**src/rtl/corr_bpred_pkg.sv**
```systemverilog
// Package: shared types for the correlating branch predictor.
package corr_bpred_pkg;

    // How history and address row are combined into a table index.
    typedef enum logic {
        IDX_CONCAT = 1'b0,
        IDX_XOR    = 1'b1
    } idx_mode_e;

endpackage

```
**src/rtl/bpred_ghr.sv**
```systemverilog
// Global history shift register.
// Shifts one resolved outcome into bit 0 whenever shift_en is high.
// Assumes HIST_W >= 1. Resets to all zeros.
module bpred_ghr #(
    parameter int HIST_W = 2
) (
    input  logic              clk,
    input  logic              rst_n,
    input  logic              shift_en,
    input  logic              shift_bit,
    output logic [HIST_W-1:0] hist
);
    logic [HIST_W-1:0] hist_q;

    // Shift the newest outcome in and drop the oldest one.
    always_ff @(posedge clk) begin
        if (!rst_n)
            hist_q <= '0;
        else if (shift_en)
            hist_q <= HIST_W'({hist_q, shift_bit});
    end

    assign hist = hist_q;
endmodule

```
**src/rtl/bpred_index.sv**
```systemverilog
// Index former: combines an address row with the global history.
// CONCAT mode places the row above the history; XOR mode folds the history
// onto the row. XOR mode assumes ROW_W >= HIST_W.
module bpred_index #(
    parameter int                        ROW_W    = 4,
    parameter int                        HIST_W   = 2,
    parameter corr_bpred_pkg::idx_mode_e IDX_MODE = corr_bpred_pkg::IDX_CONCAT,
    parameter int                        IDX_W    = 6
) (
    input  logic [ROW_W-1:0]  row,
    input  logic [HIST_W-1:0] hist,
    output logic [IDX_W-1:0]  idx
);
    generate
        if (IDX_MODE == corr_bpred_pkg::IDX_CONCAT) begin : g_concat
            // Each row owns 2^HIST_W consecutive counters.
            assign idx = {row, hist};
        end else begin : g_xor
            logic [ROW_W-1:0] hist_ext;
            // Zero-extend the history, then fold it onto the row.
            assign hist_ext = ROW_W'(hist);
            assign idx      = row ^ hist_ext;
        end
    endgenerate
endmodule

```
**src/rtl/bpred_pht.sv**
```systemverilog
// Pattern table of CTR_W-bit saturating counters.
// One combinational read port and one write port. A read in the cycle of a
// write to the same entry returns the old value. Counters reset to weakly
// not-taken (the largest value whose upper bit is 0).
module bpred_pht #(
    parameter int IDX_W = 6,
    parameter int CTR_W = 2
) (
    input  logic             clk,
    input  logic             rst_n,
    input  logic [IDX_W-1:0] rd_idx,
    output logic             rd_taken,
    input  logic             wr_en,
    input  logic [IDX_W-1:0] wr_idx,
    input  logic             wr_taken
);
    localparam int               DEPTH   = 1 << IDX_W;
    localparam logic [CTR_W-1:0] CTR_MAX = '1;
    localparam logic [CTR_W-1:0] CTR_RST = CTR_W'((1 << (CTR_W - 1)) - 1);

    logic [CTR_W-1:0] tbl_q [DEPTH];
    logic [CTR_W-1:0] wr_cur;
    logic [CTR_W-1:0] wr_nxt;

    // Saturating step of the counter being trained.
    always_comb begin
        wr_cur = tbl_q[wr_idx];
        if (wr_taken)
            wr_nxt = (wr_cur == CTR_MAX) ? wr_cur : wr_cur + 1'b1;
        else
            wr_nxt = (wr_cur == '0) ? wr_cur : wr_cur - 1'b1;
    end

    // Reset every counter, or write back the trained counter.
    always_ff @(posedge clk) begin
        if (!rst_n) begin
            for (int i = 0; i < DEPTH; i++)
                tbl_q[i] <= CTR_RST;
        end else if (wr_en) begin
            tbl_q[wr_idx] <= wr_nxt;
        end
    end

    // The prediction is the counter's upper bit.
    assign rd_taken = tbl_q[rd_idx][CTR_W-1];
endmodule

```
**src/rtl/corr_bpred.sv**
```systemverilog
// Correlating branch direction predictor (top).
// The lookup returns a guess and the index that produced it. The update must
// return that same index with the resolved outcome. No tags are kept, so
// aliasing between branches is accepted.
module corr_bpred #(
    parameter int                        PC_W     = 32,
    parameter int                        PC_LSB   = 2,
    parameter int                        ROW_W    = 4,
    parameter int                        HIST_W   = 2,
    parameter int                        CTR_W    = 2,
    parameter corr_bpred_pkg::idx_mode_e IDX_MODE = corr_bpred_pkg::IDX_CONCAT,
    localparam int IDX_W = (IDX_MODE == corr_bpred_pkg::IDX_CONCAT) ? ROW_W + HIST_W : ROW_W
) (
    input  logic             clk,
    input  logic             rst_n,
    input  logic [PC_W-1:0]  lk_pc,
    output logic             lk_taken,
    output logic [IDX_W-1:0] lk_idx,
    input  logic             up_valid,
    input  logic [IDX_W-1:0] up_idx,
    input  logic             up_taken
);
    logic [HIST_W-1:0] ghr_q;
    logic [ROW_W-1:0]  lk_row;

    // Select the low-order address bits above the instruction alignment.
    assign lk_row = lk_pc[PC_LSB +: ROW_W];

    bpred_ghr #(.HIST_W(HIST_W)) u_ghr (
        .clk      (clk),
        .rst_n    (rst_n),
        .shift_en (up_valid),
        .shift_bit(up_taken),
        .hist     (ghr_q)
    );

    bpred_index #(
        .ROW_W   (ROW_W),
        .HIST_W  (HIST_W),
        .IDX_MODE(IDX_MODE),
        .IDX_W   (IDX_W)
    ) u_index (
        .row (lk_row),
        .hist(ghr_q),
        .idx (lk_idx)
    );

    bpred_pht #(.IDX_W(IDX_W), .CTR_W(CTR_W)) u_pht (
        .clk     (clk),
        .rst_n   (rst_n),
        .rd_idx  (lk_idx),
        .rd_taken(lk_taken),
        .wr_en   (up_valid),
        .wr_idx  (up_idx),
        .wr_taken(up_taken)
    );
endmodule

```
**config.mk**
```make
export PLATFORM = sky130hd
export DESIGN_NAME = corr_bpred
export DESIGN_NICKNAME = d
export VERILOG_FILES = /design/src/rtl/corr_bpred_pkg.sv /design/src/rtl/bpred_ghr.sv /design/src/rtl/bpred_index.sv /design/src/rtl/bpred_pht.sv /design/src/rtl/corr_bpred.sv
export SDC_FILE = /design/constraint.sdc
export NUM_CORES = 1
export LEC_CHECK = 0
export CAP_MARGIN = 20
export CORE_MARGIN = 4
export CORE_UTILIZATION = 40
export CTS_CLUSTER_SIZE = 25
export DETAILED_ROUTE_END_ITERATION = 8
export DONT_BUFFER_PORTS = 1
export GPL_ROUTABILITY_DRIVEN = 0
export PLACE_DENSITY = 0.56
export SLEW_MARGIN = 20
export SYNTH_ARGS = -nofsm -noshare
export SYNTH_HDL_FRONTEND = slang
export SYNTH_SLANG_ARGS = --single-unit
```
**constraint.sdc**
```tcl
create_clock -name clk -period 7.31 [get_ports clk]
set_input_delay 1.462 -clock clk [delete_from_list [all_inputs] [get_ports clk]]
set_output_delay 1.462 -clock clk [all_outputs]
set_load 0.01 [all_outputs]
```
==> results of run 1 <==
==> through the flow <==
step / area, sq um / setup WS [ps]
after floorplan: 7220 / 3420
after global placement: 7100 / 2510
after detailed placement: 7100 / 2490
after CTS: 7710 / 2860
after global routing: 7710 / 2730
final: 7710 / 2820
==> cell usage after synthesis (3+ instances only) <==
master | n | area (sq um)
edfxtp_1 | 128 | 3840
nor3_1 | 64 | 320
mux2_2 | 7 | 78.8
mux4_2 | 32 | 721
o21ai_0 | 64 | 320
nor2_1 | 52 | 195
and2_1 | 4 | 25.0
a221oi_1 | 5 | 43.8
buf_6 | 15 | 169
clkbuf_1 | 46 | 173
and3_1 | 5 | 31.3
mux2i_1 | 16 | 160
inv_1 | 4 | 15.0
nor2b_1 | 9 | 56.3
nand3b_1 | 3 | 22.5
a21oi_1 | 4 | 20.0
a221o_1 | 5 | 50.1
buf_2 | 11 | 55.1
o2bb2ai_1 | 3 | 26.3
nand2_1 | 57 | 214
nand4_1 | 15 | 93.8
a211oi_1 | 3 | 22.5
buf_4 | 7 | 52.6
o22ai_1 | 6 | 37.5
a22oi_1 | 10 | 75.1
nand3_1 | 16 | 80.1
a32oi_1 | 4 | 35.0
o221ai_1 | 4 | 35.0
==> flip-flops by register name, indices dropped and copies added, names as in the netlist <==
signal       cells
u_ghr.hist       2
u_pht.tbl_q    128
==> layout make-up <==
cell class | count | share of cell area
multi-input cells | 410 | 0.369
well taps | 225 | 0.0365
clock buffers | 18 | 0.0556
clock inverters | 14 | 0.0242
inverters | 4 | 0.00195
repair buffers | 10 | 0.00973
flip-flops and latches | 130 | 0.503
==> worst max-delay path: stages, from the launching register on <==
cell     delay (ps)
dfxtp_1        1050
mux4_2          440
mux4_2          570
mux4_2          540
==> kinds of logic after synthesis <==
family | after synthesis
simple gates | 235
flops | 130
compound gates | 118
buf+inv | 86
mux | 55
fa+ha+maj | 2
==> worst max path at each step <==
stage / startpoint / end / cells past startpoint
2_1_floorplan: lk_pc[2] / lk_taken / 2
3_3_place_gp: up_idx[1] / u_pht.tbl_q[42][1] / 9
3_5_place_dp: up_idx[1] / u_pht.tbl_q[42][1] / 9
4_1_cts: u_ghr.hist[1] / lk_taken / 3
5_1_grt: up_idx[1] / u_pht.tbl_q[4][0] / 9
6_report: u_ghr.hist[1] / lk_taken / 3
==> metal layers <==
metal | part of all wire | vias to the layer above | GRT usage
li1 | - | 2280 | -
met1 | 0.42 | 2608 | 0.267
met2 | 0.48 | 255 | 0.318
met3 | 0.077 | 40 | 0.0450
met4 | 0.022 | 0 | 0.0735
met5 | 0 | - | 0
==> power by group <==
group	leakage [nW]	total, mW	switching (mW)	internal (mW)
Clock	0.293	0.893	0.323	0.569
Combinational	0.728	0.172	0.117	0.0555
Sequential	1.16	0.848	0.0119	0.836
==> metrics.cfg, run 1 <==
[floorplan]
dieArea_sq_um=20300
core_sq_um=17500
fp.dieH_microns=142
initial_core_util=0.413
rows=48
die_x_microns=142
design.portCount=49

[yosys]
synth_fp_nets=668
ys_ff_latch=130
synth_mux_area_frac=0.133
synth_compound_area_frac=0.102
synthesis.area_sq_um=7220
synth_area_per_cell_sq_um=11.5
synth_cells=626
synth_edf_count=128
synth_top_family_by_area=simple AND/OR/NAND/NOR gates
ys_seq_area_frac=0.538
yosys.area_share.adder=0.00295
yosysUniqueCellTypes=48
synthSimpleGateAreaFrac=0.156
synth_warnings=0
synthXorXnorAreaFrac=0
synth_flop_cell=edfxtp_1
async_flop_share=0

[power]
p_leak_nw=2.18
finalPower_mw=1.91
power.ir.vdd_worst_v=0.000166
p_per_area_nw_per_um2=248

[drt]
drc_errors=0
ant_nets=0
vias=5183
wl_per_cell_microns=24.3
drt_iter0_markers=524
wirelength_microns=19700
vias_per_cell=6.39
drt_pass1_iterations=5

[clocking]
clockBufferDepth=2
root_buffer=clkbuf_16
cts_hold_buf=0
cts_made_buffers=17
cts_max_level=4
cts_tree=built
clk_latency_ps=420
post_cts_buffers=0
clk_pin_slew_worst_paths_ps=60
cts.repair.resized=0
clock-sinks=130

[worst_hold_path]
whs_endpoint=u_ghr.hist[0]
hp-start=u_ghr.hist[0]
hold_depth=3
hold_class=register to register

[cells_and_area]
layoutNonFillerInstCount=811
regArea_sq_um=3880
fillers=1585
final_cell_mix=128 x edfxtp_1, 64 x o21ai_0, 64 x nor3_1, 57 x nand2_1, 52 x nor2_1
syn2layout_area_growth_pct=6.88
multi_input_area_sq_um=2840
final_core_util=0.441
layout_commonest_cell=edfxtp_1
n_antenna_cell=0
drive_gt1_frac=0.138
nets=615

[sta]
finalSetupTns_ps=0
rsz0062_at_grt=false
clock_skew_ps=9.61
min_period_ps=4490
fin_crit_sh=0.614
maxSlewViolCount=0
holdWs_ps=817
max_slew.worst_pin.slew_ps=1100
setup_violations=0
max_freq_mhz=223
max_slew_margin=0.266
hold_viol_final=0

[place]
dp_hpwl_microns=12300
io_buffers=0
placed_cells=779

[worst_setup_path]
crit_path_start_kind=register
crit_fanout=18
criticalPathCategory=register to output port
cp.arrival_ps=3020
timing.rr.end=u_pht.tbl_q[42][1]
reg2reg_from=u_pht.tbl_q[45][0]
worstSetupEndpointType=output port
cp.required_ps=5850
reg2reg_slack_ps=3770
reg2reg_depth=8

[global_route]
grt_first_pass_wirelength_microns=30200
antenna_found_initial=0
first_global_vias=5185
track_usage=0.199
overflow=0
grt_max_degree=74

[flow_run]
cap_viol_max_count=0

[status]
status=finished clean

No activity file was read; power rests on OpenSTA's default activity.
==> run 2: changes to the inputs <==
- PLACE_DENSITY: 0.56 -> 0.58
- clock period: 7.31 -> 3.7 ns (I/O delays scaled with it)
==> metrics.cfg, run 2 (synthesis results as in run 1) <==
[status]
status=finished clean  ; unchanged

[power]
p_per_area_nw_per_um2=482  ; was 248 nW/um^2
finalPower_mw=3.78  ; was 1.91 mW
p_leak_nw=2.26  ; was 2.18 nW
power.ir.vdd_worst_v=0.000316  ; was 0.000166 V

[worst_hold_path]
hold_class=input pin to register  ; was register to register
whs_endpoint=u_ghr.hist[1]  ; was u_ghr.hist[0]
hp-start=rst_n  ; was u_ghr.hist[0]
hold_depth=1  ; was 3

[cells_and_area]
syn2layout_area_growth_pct=8.77  ; was 6.88%
final_core_util=0.449  ; was 0.441
drive_gt1_frac=0.155  ; was 0.138
largest_reg_flops=128  ; unchanged
layout_commonest_cell=edfxtp_1  ; unchanged
n_antenna_cell=0  ; unchanged
final_cell_mix=128 x edfxtp_1, 64 x o21ai_0, 64 x nor3_1, 57 x nand2_1, 52 x nor2_1  ; unchanged
fillers=1583  ; was 1585
nets=629  ; was 615
top_register=u_pht.tbl_q  ; unchanged

[worst_setup_path]
cp.arrival_ps=2760  ; was 3020 ps
timing.rr.end=u_pht.tbl_q[60][1]  ; was u_pht.tbl_q[42][1]
worstSetupEndpointType=output port  ; unchanged
cp.required_ps=2960  ; was 5850 ps
reg2reg_depth=8  ; unchanged
crit_fanout=11  ; was 18
reg2reg_from=u_pht.tbl_q[1][1]  ; was u_pht.tbl_q[45][0]
criticalPathCategory=register to output port  ; unchanged
crit_path_start_kind=register  ; unchanged
reg2reg_slack_ps=850  ; was 3770 ps

[global_route]
track_usage=0.203  ; was 0.199
antenna_found_initial=0  ; unchanged
grt_max_degree=74  ; unchanged
grt_first_pass_wirelength_microns=30600  ; was 30200 microns
overflow=0  ; unchanged
first_global_vias=5091  ; was 5185

[drt]
wl_per_cell_microns=24.6  ; was 24.3 microns
vias=5397  ; was 5183
ant_nets=0  ; unchanged
wirelength_microns=20300  ; was 19700 microns
drc_errors=0  ; unchanged
drt_iter0_markers=724  ; was 524
drt_pass1_iterations=5  ; unchanged
vias_per_cell=6.55  ; was 6.39

[sta]
setup_violations=0  ; unchanged
rsz0062_at_grt=false  ; unchanged
clock_skew_ps=8.61  ; was 9.61 ps
min_period_ps=3500
finalSetupTns_ps=0  ; unchanged
max_slew_margin=0.326  ; was 0.266
max_freq_mhz=286
hold_viol_final=0  ; unchanged
fin_crit_sh=0.946
maxSlewViolCount=0  ; unchanged
max_slew.worst_pin.slew_ps=1010  ; was 1100 ps

[clocking]
post_cts_buffers=0  ; unchanged
cts_made_buffers=17  ; unchanged
clk_latency_ps=420  ; about the same
clockBufferDepth=2  ; unchanged
clock-sinks=130  ; unchanged
cts_tree=built  ; unchanged
cts_max_level=4  ; unchanged
clk_pin_slew_worst_paths_ps=60  ; about the same
cts_hold_buf=0  ; unchanged
root_buffer=clkbuf_16  ; unchanged
cts.repair.resized=0  ; unchanged

[floorplan]
initial_core_util=0.413  ; unchanged
dieArea_sq_um=20300  ; unchanged
fp.dieH_microns=142  ; unchanged
design.portCount=49  ; unchanged
rows=48  ; unchanged
core_sq_um=17500  ; unchanged
die_x_microns=142  ; unchanged

[place]
dp_hpwl_microns=13000  ; was 12300 microns
io_buffers=0  ; unchanged

[flow_run]
cap_viol_max_count=0  ; unchanged

## run 2: cell types whose count changed in the layout (fill, tap and decap cells not counted)
cell / change
inv_6: -2
buf_12: +4
clkinv_4: -2
clkinv_1: +1
clkinvlp_4: +1
buf_4: +10
clkinv_2: +1
## run 2: how the worst max path moves through the flow
stage               slack, ps     startpoint            endpoint
CTS                       180  u_ghr.hist[0]            lk_taken
global route              110  u_ghr.hist[0]            lk_taken
global placement          370      up_idx[1]  u_pht.tbl_q[50][1]
finish                    200  u_ghr.hist[0]            lk_taken
detailed placement        370      up_idx[1]  u_pht.tbl_q[60][1]
floorplan                 540  u_ghr.hist[0]            lk_taken
## run 2: per-layer routing
metal | part of all wire | vias up | global-route usage | routed length, microns
met1 | 0.41 | 2686 | 0.279 | 8260
met2 | 0.47 | 340 | 0.313 | 9540
met4 | 0.029 | 0 | 0.0745 | 597
met3 | 0.092 | 52 | 0.0501 | 1870
li1 | - | 2319 | - | -
met5 | 0 | - | 0 | 0
## run 2: report_power, final
part           switching, mW  internal [mW]  leakage (nW)
Sequential            0.0236           1.65          1.16
Clock                  0.616           1.11         0.282
Combinational          0.241          0.141         0.813
## run 2: layout make-up
class	count	area (sq um)	area share
clock buffer	18	429	0.0547
tap	225	282	0.0359
timing repair buffer	24	230	0.0293
clock inverter	13	168	0.0214
multi-input combinational	410	2840	0.362
inverter	4	15.0	0.00191
sequential	130	3880	0.495
## run 2: critical path, cell delays in order, from the launching register on
cell and delay (ps):
dfxtp_1 400, buf_4 300, mux4_2 560, mux4_2 500, mux4_2 570
## run 2: metrics by stage
stage	setup slack (ps)	cells	instance area, sq um	hold WS (ps)
after floorplan	545	626	7220	910
after global placement	370	793	7250	749
after detailed placement	367	793	7250	775
after CTS	179	824	7850	445
after global routing	108	824	7850	465
final	198	824	7850	463
==> run 3: changes to the inputs <==
- PLACE_DENSITY: 0.58 -> 0.56
- clock period: 3.7 -> 3.6 ns (I/O delays scaled with it)
==> metrics.cfg, run 3 (synthesis results as in run 1) <==
[cells_and_area]
top_register=u_pht.tbl_q  ; unchanged
syn2layout_area_growth_pct=8.88  ; was 8.77%
layout_commonest_cell=edfxtp_1  ; unchanged
n_antenna_cell=0  ; unchanged
drive_gt1_frac=0.166  ; was 0.155
nets=632  ; was 629
largest_reg_flops=128  ; unchanged
final_cell_mix=128 x edfxtp_1, 64 x o21ai_0, 64 x nor3_1, 57 x nand2_1, 52 x nor2_1  ; unchanged
fillers=1605  ; was 1583

[floorplan]
core_sq_um=17500  ; unchanged
dieArea_sq_um=20300  ; unchanged
fp.dieH_microns=142  ; unchanged
rows=48  ; unchanged
design.portCount=49  ; unchanged
initial_core_util=0.413  ; unchanged
die_x_microns=142  ; unchanged

[clocking]
clock-sinks=130  ; unchanged
cts.repair.resized=0  ; unchanged
root_buffer=clkbuf_16  ; unchanged
cts_max_level=4  ; unchanged
clockBufferDepth=2  ; unchanged
clk_latency_ps=430  ; was 420 ps
clk_pin_slew_worst_paths_ps=60  ; about the same
cts_hold_buf=0  ; unchanged
cts_tree=built  ; unchanged
cts_made_buffers=17  ; unchanged
post_cts_buffers=0  ; unchanged

[drt]
drt_pass1_iterations=6  ; was 5
wirelength_microns=20000  ; was 20300 microns
ant_nets=0  ; unchanged
wl_per_cell_microns=24.2  ; was 24.6 microns
drt_iter0_markers=508  ; was 724
vias_per_cell=6.42  ; was 6.55
vias=5312  ; was 5397
drc_errors=0  ; unchanged

[place]
io_buffers=0  ; unchanged
dp_hpwl_microns=12900  ; was 13000 microns

[worst_setup_path]
startpoint=u_ghr.hist[0]  ; unchanged
crit_fanout=11  ; unchanged
cp.arrival_ps=2720  ; was 2760 ps
criticalPathCategory=register to output port  ; unchanged
cp.required_ps=2880  ; was 2960 ps
timing.rr.end=u_pht.tbl_q[48][1]  ; was u_pht.tbl_q[60][1]
crit_path_end=lk_taken  ; unchanged
crit_path_start_kind=register  ; unchanged
worstSetupEndpointType=output port  ; unchanged
reg2reg_from=u_pht.tbl_q[29][0]  ; was u_pht.tbl_q[1][1]
reg2reg_depth=8  ; unchanged
reg2reg_slack_ps=910  ; was 850 ps

[sta]
max_slew.worst_pin.slew_ps=1080  ; was 1010 ps
min_period_ps=3440
maxSlewViolCount=0  ; unchanged
max_freq_mhz=291
max_slew_margin=0.280  ; was 0.326
holdWs_ps=422  ; was 463 ps
clock_skew_ps=8.39  ; was 8.61 ps
fin_crit_sh=0.955
finalSetupTns_ps=0  ; unchanged
hold_viol_final=0  ; unchanged
rsz0062_at_grt=false  ; unchanged
setup_violations=0  ; unchanged

[worst_hold_path]
hold_class=input pin to register  ; unchanged
hold_depth=1  ; unchanged

[power]
p_leak_nw=2.26  ; about the same
power.ir.vdd_worst_v=0.000339  ; was 0.000316 V
p_per_area_nw_per_um2=491  ; was 482 nW/um^2
finalPower_mw=3.86  ; was 3.78 mW

[global_route]
overflow=0  ; unchanged
track_usage=0.206  ; was 0.203
grt_first_pass_wirelength_microns=31100  ; was 30600 microns
grt_max_degree=74  ; unchanged
first_global_vias=5124  ; was 5091
antenna_found_initial=1  ; was 0

[status]
status=finished clean  ; unchanged

[flow_run]
cap_viol_max_count=0  ; unchanged

-- run 3: cell types whose count changed in the layout (fill, tap and decap cells not counted), sizes merged --
cell / change
buf: +3
clkinvlp: +1
clkinv: +1
bufinv: -1
-- run 3: how the worst min path moves through the flow --
| stage | start | end | slack, ps |
|---|---|---|---|
| 6_report | rst_n | u_ghr.hist[0] | 420 |
| 5_1_grt | rst_n | u_ghr.hist[0] | 440 |
| 4_1_cts | rst_n | u_ghr.hist[0] | 420 |
| 3_5_place_dp | u_ghr.hist[1] | u_ghr.hist[1] | 620 |
| 3_3_place_gp | u_ghr.hist[1] | u_ghr.hist[1] | 590 |
| 2_1_floorplan | up_taken | u_ghr.hist[0] | 890 |
-- run 3: cell type report --
| type | instances | area [sq um] | share of cell area |
|---|---|---|---|
| sequential | 130 | 3880 | 0.494 |
| tap | 225 | 282 | 0.0358 |
| clock inverter | 14 | 165 | 0.0210 |
| multi-input combinational | 410 | 2840 | 0.362 |
| timing repair buffer | 27 | 240 | 0.0306 |
| clock buffer | 18 | 429 | 0.0546 |
| inverter | 4 | 15.0 | 0.00191 |
-- run 3: critical path: stages, from the launching register on --
cell,delay (ps)
dfxtp_1,400
buf_4,290
mux4_2,580
mux4_2,490
mux4_2,510
-- run 3: where the power goes --
group	internal (mW)	total [mW]	switching, mW
clock	1.08	1.75	0.669
sequential	1.70	1.72	0.0226
combinational	0.143	0.388	0.245
-- run 3: per-layer routing --
layer  up-vias  wire, microns  track usage
met5         -              7            0
met4         2            675       0.0820
met3        59           1700       0.0467
met2       289           9420        0.317
met1      2650           8240        0.286
li1       2312              -            -
-- run 3: stage by stage --
step / instance area (sq um) / setup slack (ps) / instances / utilization
6_report: 7860 / 162 / 828 / 0.450
5_1_grt: 7860 / 63.4 / 828 / 0.450
4_1_cts: 7860 / 131 / 828 / 0.450
3_5_place_dp: 7260 / 362 / 796 / 0.416
3_3_place_gp: 7260 / 366 / 796 / 0.416
2_1_floorplan: 7220 / 465 / 626 / -
